[config.mk]
export PLATFORM = sky130hd
export DESIGN_NAME = conv_tile_engine
export DESIGN_NICKNAME = d
export VERILOG_FILES = /design/src/rtl/conv_pkg.sv /design/src/rtl/conv_pe.sv /design/src/rtl/conv_dispatch.sv /design/src/rtl/conv_wr_arb.sv /design/src/rtl/conv_tile_engine.sv
export SDC_FILE = /design/constraint.sdc
export NUM_CORES = 2
export LEC_CHECK = 0
export BUFFER_PORTS_ARGS = -buffer_cell sky130_fd_sc_hd__buf_2
export CAP_MARGIN = 20
export CORE_ASPECT_RATIO = 0.5
export CORE_MARGIN = 3
export CORE_UTILIZATION = 60
export CTS_CLUSTER_DIAMETER = 150
export DETAILED_ROUTE_END_ITERATION = 8
export PLACE_DENSITY_LB_ADDON = 0.08
export SYNTH_ARGS = -nofsm -noshare
export SYNTH_HDL_FRONTEND = slang
export SYNTH_SLANG_ARGS = --single-unit
[constraint.sdc]
create_clock -name clk -period 17.9 [get_ports clk]
set_input_delay 3.58 -clock clk [delete_from_list [all_inputs] [get_ports clk]]
set_output_delay 3.58 -clock clk [all_outputs]
set_load 0.02 [all_outputs]
[src/rtl/conv_pkg.sv]
package conv_pkg;
    localparam int DIM_W   = 8;
    localparam int ADDR_W  = 16;
    localparam int ACC_W   = 32;
    localparam int SEG_LEN = 16;
    localparam int CNT_W   = $clog2(SEG_LEN) + 1;

    typedef enum logic [1:0] {PE_IDLE, PE_MAC, PE_WAIT} pe_state_e;

    typedef struct packed {
        logic [1:0]              k;
        logic                    s2;
        logic [DIM_W-1:0]        w;
        logic [DIM_W-1:0]        ow;
        logic signed [ACC_W-1:0] bias;
    } cfg_t;

    typedef struct packed {
        logic [DIM_W-1:0] row;
        logic [DIM_W-1:0] x0;
        logic [CNT_W-1:0] len;
    } seg_t;
endpackage

[src/rtl/conv_pe.sv]
module conv_pe
    import conv_pkg::*;
(
    input  logic                    clk,
    input  logic                    rst_n,
    input  cfg_t                    cfg,
    input  logic                    go,
    input  seg_t                    seg,
    output logic                    busy,
    output logic [ADDR_W-1:0]       pix_addr,
    input  logic signed [7:0]       pix_data,
    output logic [3:0]              wgt_idx,
    input  logic signed [7:0]       wgt_data,
    output logic                    wr_req,
    output logic [ADDR_W-1:0]       wr_addr,
    output logic signed [ACC_W-1:0] wr_data,
    input  logic                    grant,
    output logic                    seg_done
);
    typedef struct packed {
        pe_state_e               st;
        logic [DIM_W-1:0]        oy;
        logic [DIM_W-1:0]        ox;
        logic [DIM_W-1:0]        xlast;
        logic [1:0]              ky;
        logic [1:0]              kx;
        logic signed [ACC_W-1:0] acc;
    } pe_reg_t;

    pe_reg_t q, d;
    logic [ADDR_W-1:0] row_a, col_a;
    logic signed [15:0] prod;

    always_comb begin
        d        = q;
        seg_done = 1'b0;
        row_a    = (ADDR_W'(q.oy) << cfg.s2) + ADDR_W'(q.ky);
        col_a    = (ADDR_W'(q.ox) << cfg.s2) + ADDR_W'(q.kx);
        pix_addr = row_a * ADDR_W'(cfg.w) + col_a;
        wgt_idx  = {2'b00, q.ky} * {2'b00, cfg.k} + {2'b00, q.kx};
        prod     = pix_data * wgt_data;
        wr_req   = (q.st == PE_WAIT);
        wr_addr  = ADDR_W'(q.oy) * ADDR_W'(cfg.ow) + ADDR_W'(q.ox);
        wr_data  = q.acc;
        busy     = (q.st != PE_IDLE);
        unique case (q.st)
            PE_IDLE: begin
                if (go) begin
                    d.oy    = seg.row;
                    d.ox    = seg.x0;
                    d.xlast = DIM_W'(seg.x0 + DIM_W'(seg.len) - DIM_W'(1));
                    d.ky    = '0;
                    d.kx    = '0;
                    d.acc   = cfg.bias;
                    d.st    = PE_MAC;
                end
            end
            PE_MAC: begin
                d.acc = q.acc + ACC_W'(prod);
                if (q.kx == cfg.k - 2'd1) begin
                    d.kx = '0;
                    if (q.ky == cfg.k - 2'd1) begin
                        d.ky = '0;
                        d.st = PE_WAIT;
                    end else begin
                        d.ky = q.ky + 2'd1;
                    end
                end else begin
                    d.kx = q.kx + 2'd1;
                end
            end
            PE_WAIT: begin
                if (grant) begin
                    if (q.ox == q.xlast) begin
                        d.st     = PE_IDLE;
                        seg_done = 1'b1;
                    end else begin
                        d.ox  = q.ox + DIM_W'(1);
                        d.acc = cfg.bias;
                        d.st  = PE_MAC;
                    end
                end
            end
            default: d.st = PE_IDLE;
        endcase
    end

    always_ff @(posedge clk or negedge rst_n) begin
        if (!rst_n) begin
            q <= '{st: PE_IDLE, default: '0};
        end else begin
            q <= d;
        end
    end

    AST_GRANT_NEEDS_REQ: assert property (@(posedge clk) disable iff (!rst_n) grant |-> wr_req);
    AST_GO_ONLY_IDLE: assert property (@(posedge clk) disable iff (!rst_n) go |-> (q.st == PE_IDLE));
    AST_TAP_IN_FILTER: assert property (@(posedge clk) disable iff (!rst_n) (q.st == PE_MAC) |-> (q.ky < cfg.k && q.kx < cfg.k));
endmodule

[src/rtl/conv_dispatch.sv]
module conv_dispatch
    import conv_pkg::*;
#(
    parameter int NUM_PE = 4
) (
    input  logic                    clk,
    input  logic                    rst_n,
    input  logic                    start,
    input  logic [1:0]              k_in,
    input  logic                    s_in,
    input  logic [DIM_W-1:0]        w_in,
    input  logic [DIM_W-1:0]        h_in,
    input  logic signed [ACC_W-1:0] bias_in,
    input  logic [NUM_PE-1:0]       pe_busy,
    input  logic [NUM_PE-1:0]       seg_done,
    output cfg_t                    cfg,
    output logic [NUM_PE-1:0]       go,
    output seg_t                    seg,
    output logic                    done
);
    localparam int OUT_W = $clog2(NUM_PE + 1) + 1;

    typedef struct packed {
        logic             run;
        cfg_t             cfg;
        logic [DIM_W-1:0] oh;
        logic [DIM_W-1:0] row;
        logic [DIM_W-1:0] x0;
        logic             all_issued;
        logic [OUT_W-1:0] outst;
        logic             done;
    } disp_reg_t;

    disp_reg_t q, d;
    logic [NUM_PE-1:0] free_v;
    logic [DIM_W-1:0]  remain;
    logic              issue;

    always_comb begin
        d      = q;
        d.done = 1'b0;
        free_v = ~pe_busy;
        go     = '0;
        issue  = 1'b0;
        remain = q.cfg.ow - q.x0;
        seg.row = q.row;
        seg.x0  = q.x0;
        seg.len = (remain >= DIM_W'(SEG_LEN)) ? CNT_W'(SEG_LEN) : CNT_W'(remain);
        if (!q.run) begin
            if (start) begin
                d.run        = 1'b1;
                d.cfg.k      = k_in;
                d.cfg.s2     = s_in;
                d.cfg.w      = w_in;
                d.cfg.bias   = bias_in;
                d.cfg.ow     = ((w_in - DIM_W'(k_in)) >> s_in) + DIM_W'(1);
                d.oh         = ((h_in - DIM_W'(k_in)) >> s_in) + DIM_W'(1);
                d.row        = '0;
                d.x0         = '0;
                d.all_issued = 1'b0;
                d.outst      = '0;
            end
        end else begin
            if (!q.all_issued && (|free_v)) begin
                go    = free_v & (~free_v + NUM_PE'(1));
                issue = 1'b1;
                if ({1'b0, q.x0} + (DIM_W+1)'(SEG_LEN) >= {1'b0, q.cfg.ow}) begin
                    d.x0 = '0;
                    if (q.row == q.oh - DIM_W'(1)) begin
                        d.all_issued = 1'b1;
                    end else begin
                        d.row = q.row + DIM_W'(1);
                    end
                end else begin
                    d.x0 = q.x0 + DIM_W'(SEG_LEN);
                end
            end
            d.outst = q.outst + OUT_W'(issue) - OUT_W'(|seg_done);
            if (q.all_issued && q.outst == '0) begin
                d.run  = 1'b0;
                d.done = 1'b1;
            end
        end
        cfg  = q.cfg;
        done = q.done;
    end

    always_ff @(posedge clk or negedge rst_n) begin
        if (!rst_n) begin
            q <= '0;
        end else begin
            q <= d;
        end
    end

    AST_DONE_AFTER_DRAIN: assert property (@(posedge clk) disable iff (!rst_n) q.done |-> (pe_busy == '0));
    AST_START_IGNORED_BUSY: assert property (@(posedge clk) disable iff (!rst_n) (q.run && start) |=> $stable(q.cfg));
    AST_GO_TO_FREE: assert property (@(posedge clk) disable iff (!rst_n) (go & pe_busy) == '0);
endmodule

[src/rtl/conv_wr_arb.sv]
module conv_wr_arb
    import conv_pkg::*;
#(
    parameter int NUM_PE = 4
) (
    input  logic                     clk,
    input  logic                     rst_n,
    input  logic [NUM_PE-1:0]        req,
    input  logic [NUM_PE*ADDR_W-1:0] req_addr,
    input  logic [NUM_PE*ACC_W-1:0]  req_data,
    output logic [NUM_PE-1:0]        grant,
    output logic                     wr_en,
    output logic [ADDR_W-1:0]        wr_addr,
    output logic [ACC_W-1:0]         wr_data
);
    typedef struct packed {
        logic              en;
        logic [ADDR_W-1:0] addr;
        logic [ACC_W-1:0]  data;
    } wr_reg_t;

    wr_reg_t q, d;

    always_comb begin
        grant  = req & (~req + NUM_PE'(1));
        d      = '0;
        d.en   = |req;
        for (int i = 0; i < NUM_PE; i++) begin
            if (grant[i]) begin
                d.addr = req_addr[i*ADDR_W +: ADDR_W];
                d.data = req_data[i*ACC_W +: ACC_W];
            end
        end
        wr_en   = q.en;
        wr_addr = q.addr;
        wr_data = q.data;
    end

    always_ff @(posedge clk or negedge rst_n) begin
        if (!rst_n) begin
            q <= '0;
        end else begin
            q <= d;
        end
    end
endmodule

[src/rtl/conv_tile_engine.sv]
module conv_tile_engine
    import conv_pkg::*;
#(
    parameter int NUM_PE = 4
) (
    input  logic                     clk,
    input  logic                     rst_n,
    input  logic                     start,
    input  logic [1:0]               filt_k,
    input  logic                     stride_sel,
    input  logic [7:0]               img_w,
    input  logic [7:0]               img_h,
    input  logic [31:0]              bias,
    output logic [NUM_PE*16-1:0]     pix_addr,
    input  logic [NUM_PE*8-1:0]      pix_data,
    output logic [NUM_PE*4-1:0]      wgt_idx,
    input  logic [NUM_PE*8-1:0]      wgt_data,
    output logic                     wr_en,
    output logic [15:0]              wr_addr,
    output logic [31:0]              wr_data,
    output logic                     done
);
    cfg_t                     cfg;
    seg_t                     seg;
    logic [NUM_PE-1:0]        go, pe_busy, seg_done, req, grant;
    logic [NUM_PE*ADDR_W-1:0] req_addr;
    logic [NUM_PE*ACC_W-1:0]  req_data;

    conv_dispatch #(.NUM_PE(NUM_PE)) u_disp (
        .clk(clk), .rst_n(rst_n), .start(start),
        .k_in(filt_k), .s_in(stride_sel), .w_in(img_w), .h_in(img_h),
        .bias_in(signed'(bias)), .pe_busy(pe_busy), .seg_done(seg_done),
        .cfg(cfg), .go(go), .seg(seg), .done(done)
    );

    for (genvar p = 0; p < NUM_PE; p++) begin : g_pe
        conv_pe u_pe (
            .clk(clk), .rst_n(rst_n), .cfg(cfg), .go(go[p]), .seg(seg),
            .busy(pe_busy[p]),
            .pix_addr(pix_addr[p*ADDR_W +: ADDR_W]),
            .pix_data(signed'(pix_data[p*8 +: 8])),
            .wgt_idx(wgt_idx[p*4 +: 4]),
            .wgt_data(signed'(wgt_data[p*8 +: 8])),
            .wr_req(req[p]),
            .wr_addr(req_addr[p*ADDR_W +: ADDR_W]),
            .wr_data(req_data[p*ACC_W +: ACC_W]),
            .grant(grant[p]),
            .seg_done(seg_done[p])
        );
    end

    conv_wr_arb #(.NUM_PE(NUM_PE)) u_arb (
        .clk(clk), .rst_n(rst_n), .req(req), .req_addr(req_addr),
        .req_data(req_data), .grant(grant),
        .wr_en(wr_en), .wr_addr(wr_addr), .wr_data(wr_data)
    );
endmodule

==> out/qor.yml <==
post-cts-setup-buffers: 0
placementRows: 83
rsz0062_at_grt: "no"
synth-seq-cells: 375
cap_violations: 0
yosys.cell_types.count: 93
antenna_found_initial: 0
synth-edff-count: 0
syn_to_final_growth_pct: 6.57
instances_no_fill: 8437
post_cts_resized: 0
cp.required_ns: 14.32
htreeDepth: 2
drt_iter0_drc: 3944
wire_per_inst_um: 20.6
timing.slew.headroom_pct: 28.4
pin_count: 248
slew_violations: 0
place_inst: 8349
gp_congestion: 0.952
grt-ovfl-total: 0
crit_family: "adder cells"
clk_pin_slew_worst_paths_ns: 0.06
start_util_pct: 60.8
drc: 0
wl_um: 174000
synth_area_mm2: 0.0625
synth_top_cell_by_area: "fa_1"
max_freq_mhz: 87.9
cts_hold_buf: 0
ys.warnings.count: 0
place_hpwl_um: 140000
avgViaCountPerCell: 5.85
period_share_pct: 63.6
avgSynthCellArea_um2: 9.02
cts_buffer_depth: 3
path_buf_inv: 5
fin_crit_ns: 11.38
postLayoutCoreUtil_pct: 64.7
netlist.area_leader.share_pct: 31.0
hold_violations: 0
final_common_cell: "inv_1"
critPathSlowestCell: "dfrtp_4"
syn-num-nets: 8634
cts_buffers: 45
cts_sinks: 375
first_pass_iters: 6
cts_tree: "done"
cp_max_fo: 55
tightest_slew_ns: 1.07
critPathMaxStageDelay_ns: 0.84
ys_seq_area_share_pct: 15.0
die-area_mm2: 0.108
synth_cells: 6928
crit_arrival_ns: 7.80
grt_use_total_pct: 32.5
io_buffers: 247
ant_nets: 0
final.setup_skew_ns: 0.0254
startpoint_type: "flop"
setup_viol: 0
fillCellCount: 8716
critPathKind: "reg2out"
die_h_um: 234
cp_cell_sequence: "buf_4 > mux2_2 > ha_1 > a21oi_1 > nor3b_2 > nand4_1 > xor2_1 > o21ai_1 > nand2_1 > fa_1 > inv_1 > fa_1 > fa_1 > inv_1 > fa_1 > inv_1 > ha_1 > a21boi_0 > o21ai_0 > a21oi_1 > nand4_1 > a31oi_1 > xnor2_1 > buf_2"
vias: 49394
synth-async-reset-ratio_pct: 100
clock_latency_ns: 0.64
synthTopCellsByArea: "fa_1 (31%), dfrtp_1 (15%), ha_1 (12%)"
setup_tns_ns: 0
end_kind: "output port"
final_cell_mix: "inv_1 (1039), fa_1 (968), nand2_1 (933)"
synth_ff_type: "dfrtp_1"
drive_gt1_share_pct: 6.75
grt_pass1_vias: 50422
whs_ns: 0.476
grt_max_degree: 102
grt_pass1_wl_um: 279000
nNetsFinal: 8703
critical_path.most_common_cell: "fa_1"
core_mm2: 0.103
die_w_um: 463
cts_root_buf: "clkbuf_16"
status: "finished, final reports clean"
hold_path.class: "reg2reg"
sequential cells by signal, summed over array words and instances (netlist names):
register,count
u_disp.seg,12
u_arb.wr_en,1
g_pe.u_pe.q,120
u_arb.wr_data,32
g_pe.u_pe.wr_data,128
u_arb.wr_addr,16
u_disp.q,14
u_disp.done,1
u_disp.cfg,51
final cells by class:
| class | instances | area (µm²) | share of cell area (%) |
|---|---|---|---|
| Clock buffer | 58 | 1270 | 1.91 |
| Sequential cell | 375 | 9390 | 14.1 |
| Inverter | 1044 | 3920 | 5.88 |
| Clock inverter | 26 | 360 | 0.541 |
| Timing Repair Buffer | 307 | 1740 | 2.60 |
| Multi-Input combinational cell | 5224 | 48200 | 72.3 |
| Tap cell | 1402 | 1750 | 2.63 |
| Antenna cell | 1 | 2.50 | 0.00376 |
path summary, 6_finish.rpt:
kind	start	end	slack, ns	cells after the start
max	u_disp.cfg[48]	pix_addr[15]	6.52	24
min	u_disp.cfg[43]	u_disp.cfg[43]	0.48	2
max reg2reg	g_pe[2].u_pe.wr_data[4]	g_pe[2].u_pe.wr_data[30]	12.06	19
min reg2reg	u_disp.cfg[43]	u_disp.cfg[43]	0.48	2
max in group asynchronous	rst_n	u_disp.cfg[11]	11.85	4
min in group asynchronous	rst_n	u_disp.cfg[40]	2.96	1
layer usage:
| layer | part of all wire, % | track usage, % | vias to the layer above |
|---|---|---|---|
| li1 | - | - | 22561 |
| met5 | 0 | 0 | - |
| met3 | 7.5 | 5.52 | 304 |
| met2 | 45 | 51.1 | 1728 |
| met1 | 44 | 46.1 | 24801 |
| met4 | 3.7 | 10.8 | 0 |
synth_stat cells, drive strengths merged (43+ instances only):
library cell  number
nor3              79
inv             1039
xor2              86
o21ai            240
ha               620
nor2b             43
a221oi            46
dfrtp            375
and3              48
nand2            933
and2             456
a21oi            305
mux2i             46
xnor2            234
fa               968
a21o              60
nand3             98
a22oi             96
clkbuf           253
nor2             318
stage by stage:
| step | worst slack, ns | area (µm²) |
|---|---|---|
| after global routing | 5.87 | 66600 |
| after global placement | 7.33 | 64900 |
| final | 6.52 | 66600 |
| after floorplan | 7.20 | 62500 |
| after CTS | 6.49 | 66600 |
| after detailed placement | 7.17 | 64900 |
kinds of logic (layout without fill, tap and decap cells):
logic type	after synthesis	in the layout	share of synthesized area, %
AND/OR/NAND/NOR	2144	2144	16.3
adder cells (fa/ha/maj)	1588	1588	43.4
buffers and inverters	1329	1435	8.03
AO/OA/AOI/OAI	1104	1104	11.7
flip-flops	375	375	15.0
XOR/XNOR	320	320	4.48
multiplexers	66	66	1.10
other	2	3	0.0120
worst register-to-register path, cell delays in order (launching register included):
cell and delay [ns]:
dfrtp_1 0.35, inv_1 0.08, fa_1 0.54, inv_1 0.05, fa_1 0.45, ha_1 0.28
inv_1 0.04, fa_1 0.48, inv_1 0.04, ha_1 0.26, ha_1 0.22, fa_1 0.49
a211oi_1 0.26, nor2_1 0.14, o2111ai_2 0.35, a211oi_2 0.18, o31ai_1 0.65, a2111oi_0 0.27
or3_1 0.36, a31o_2 0.24
Power is not shown: default switching activity piles up to over one toggle a cycle in this logic, so the estimate is an artifact.
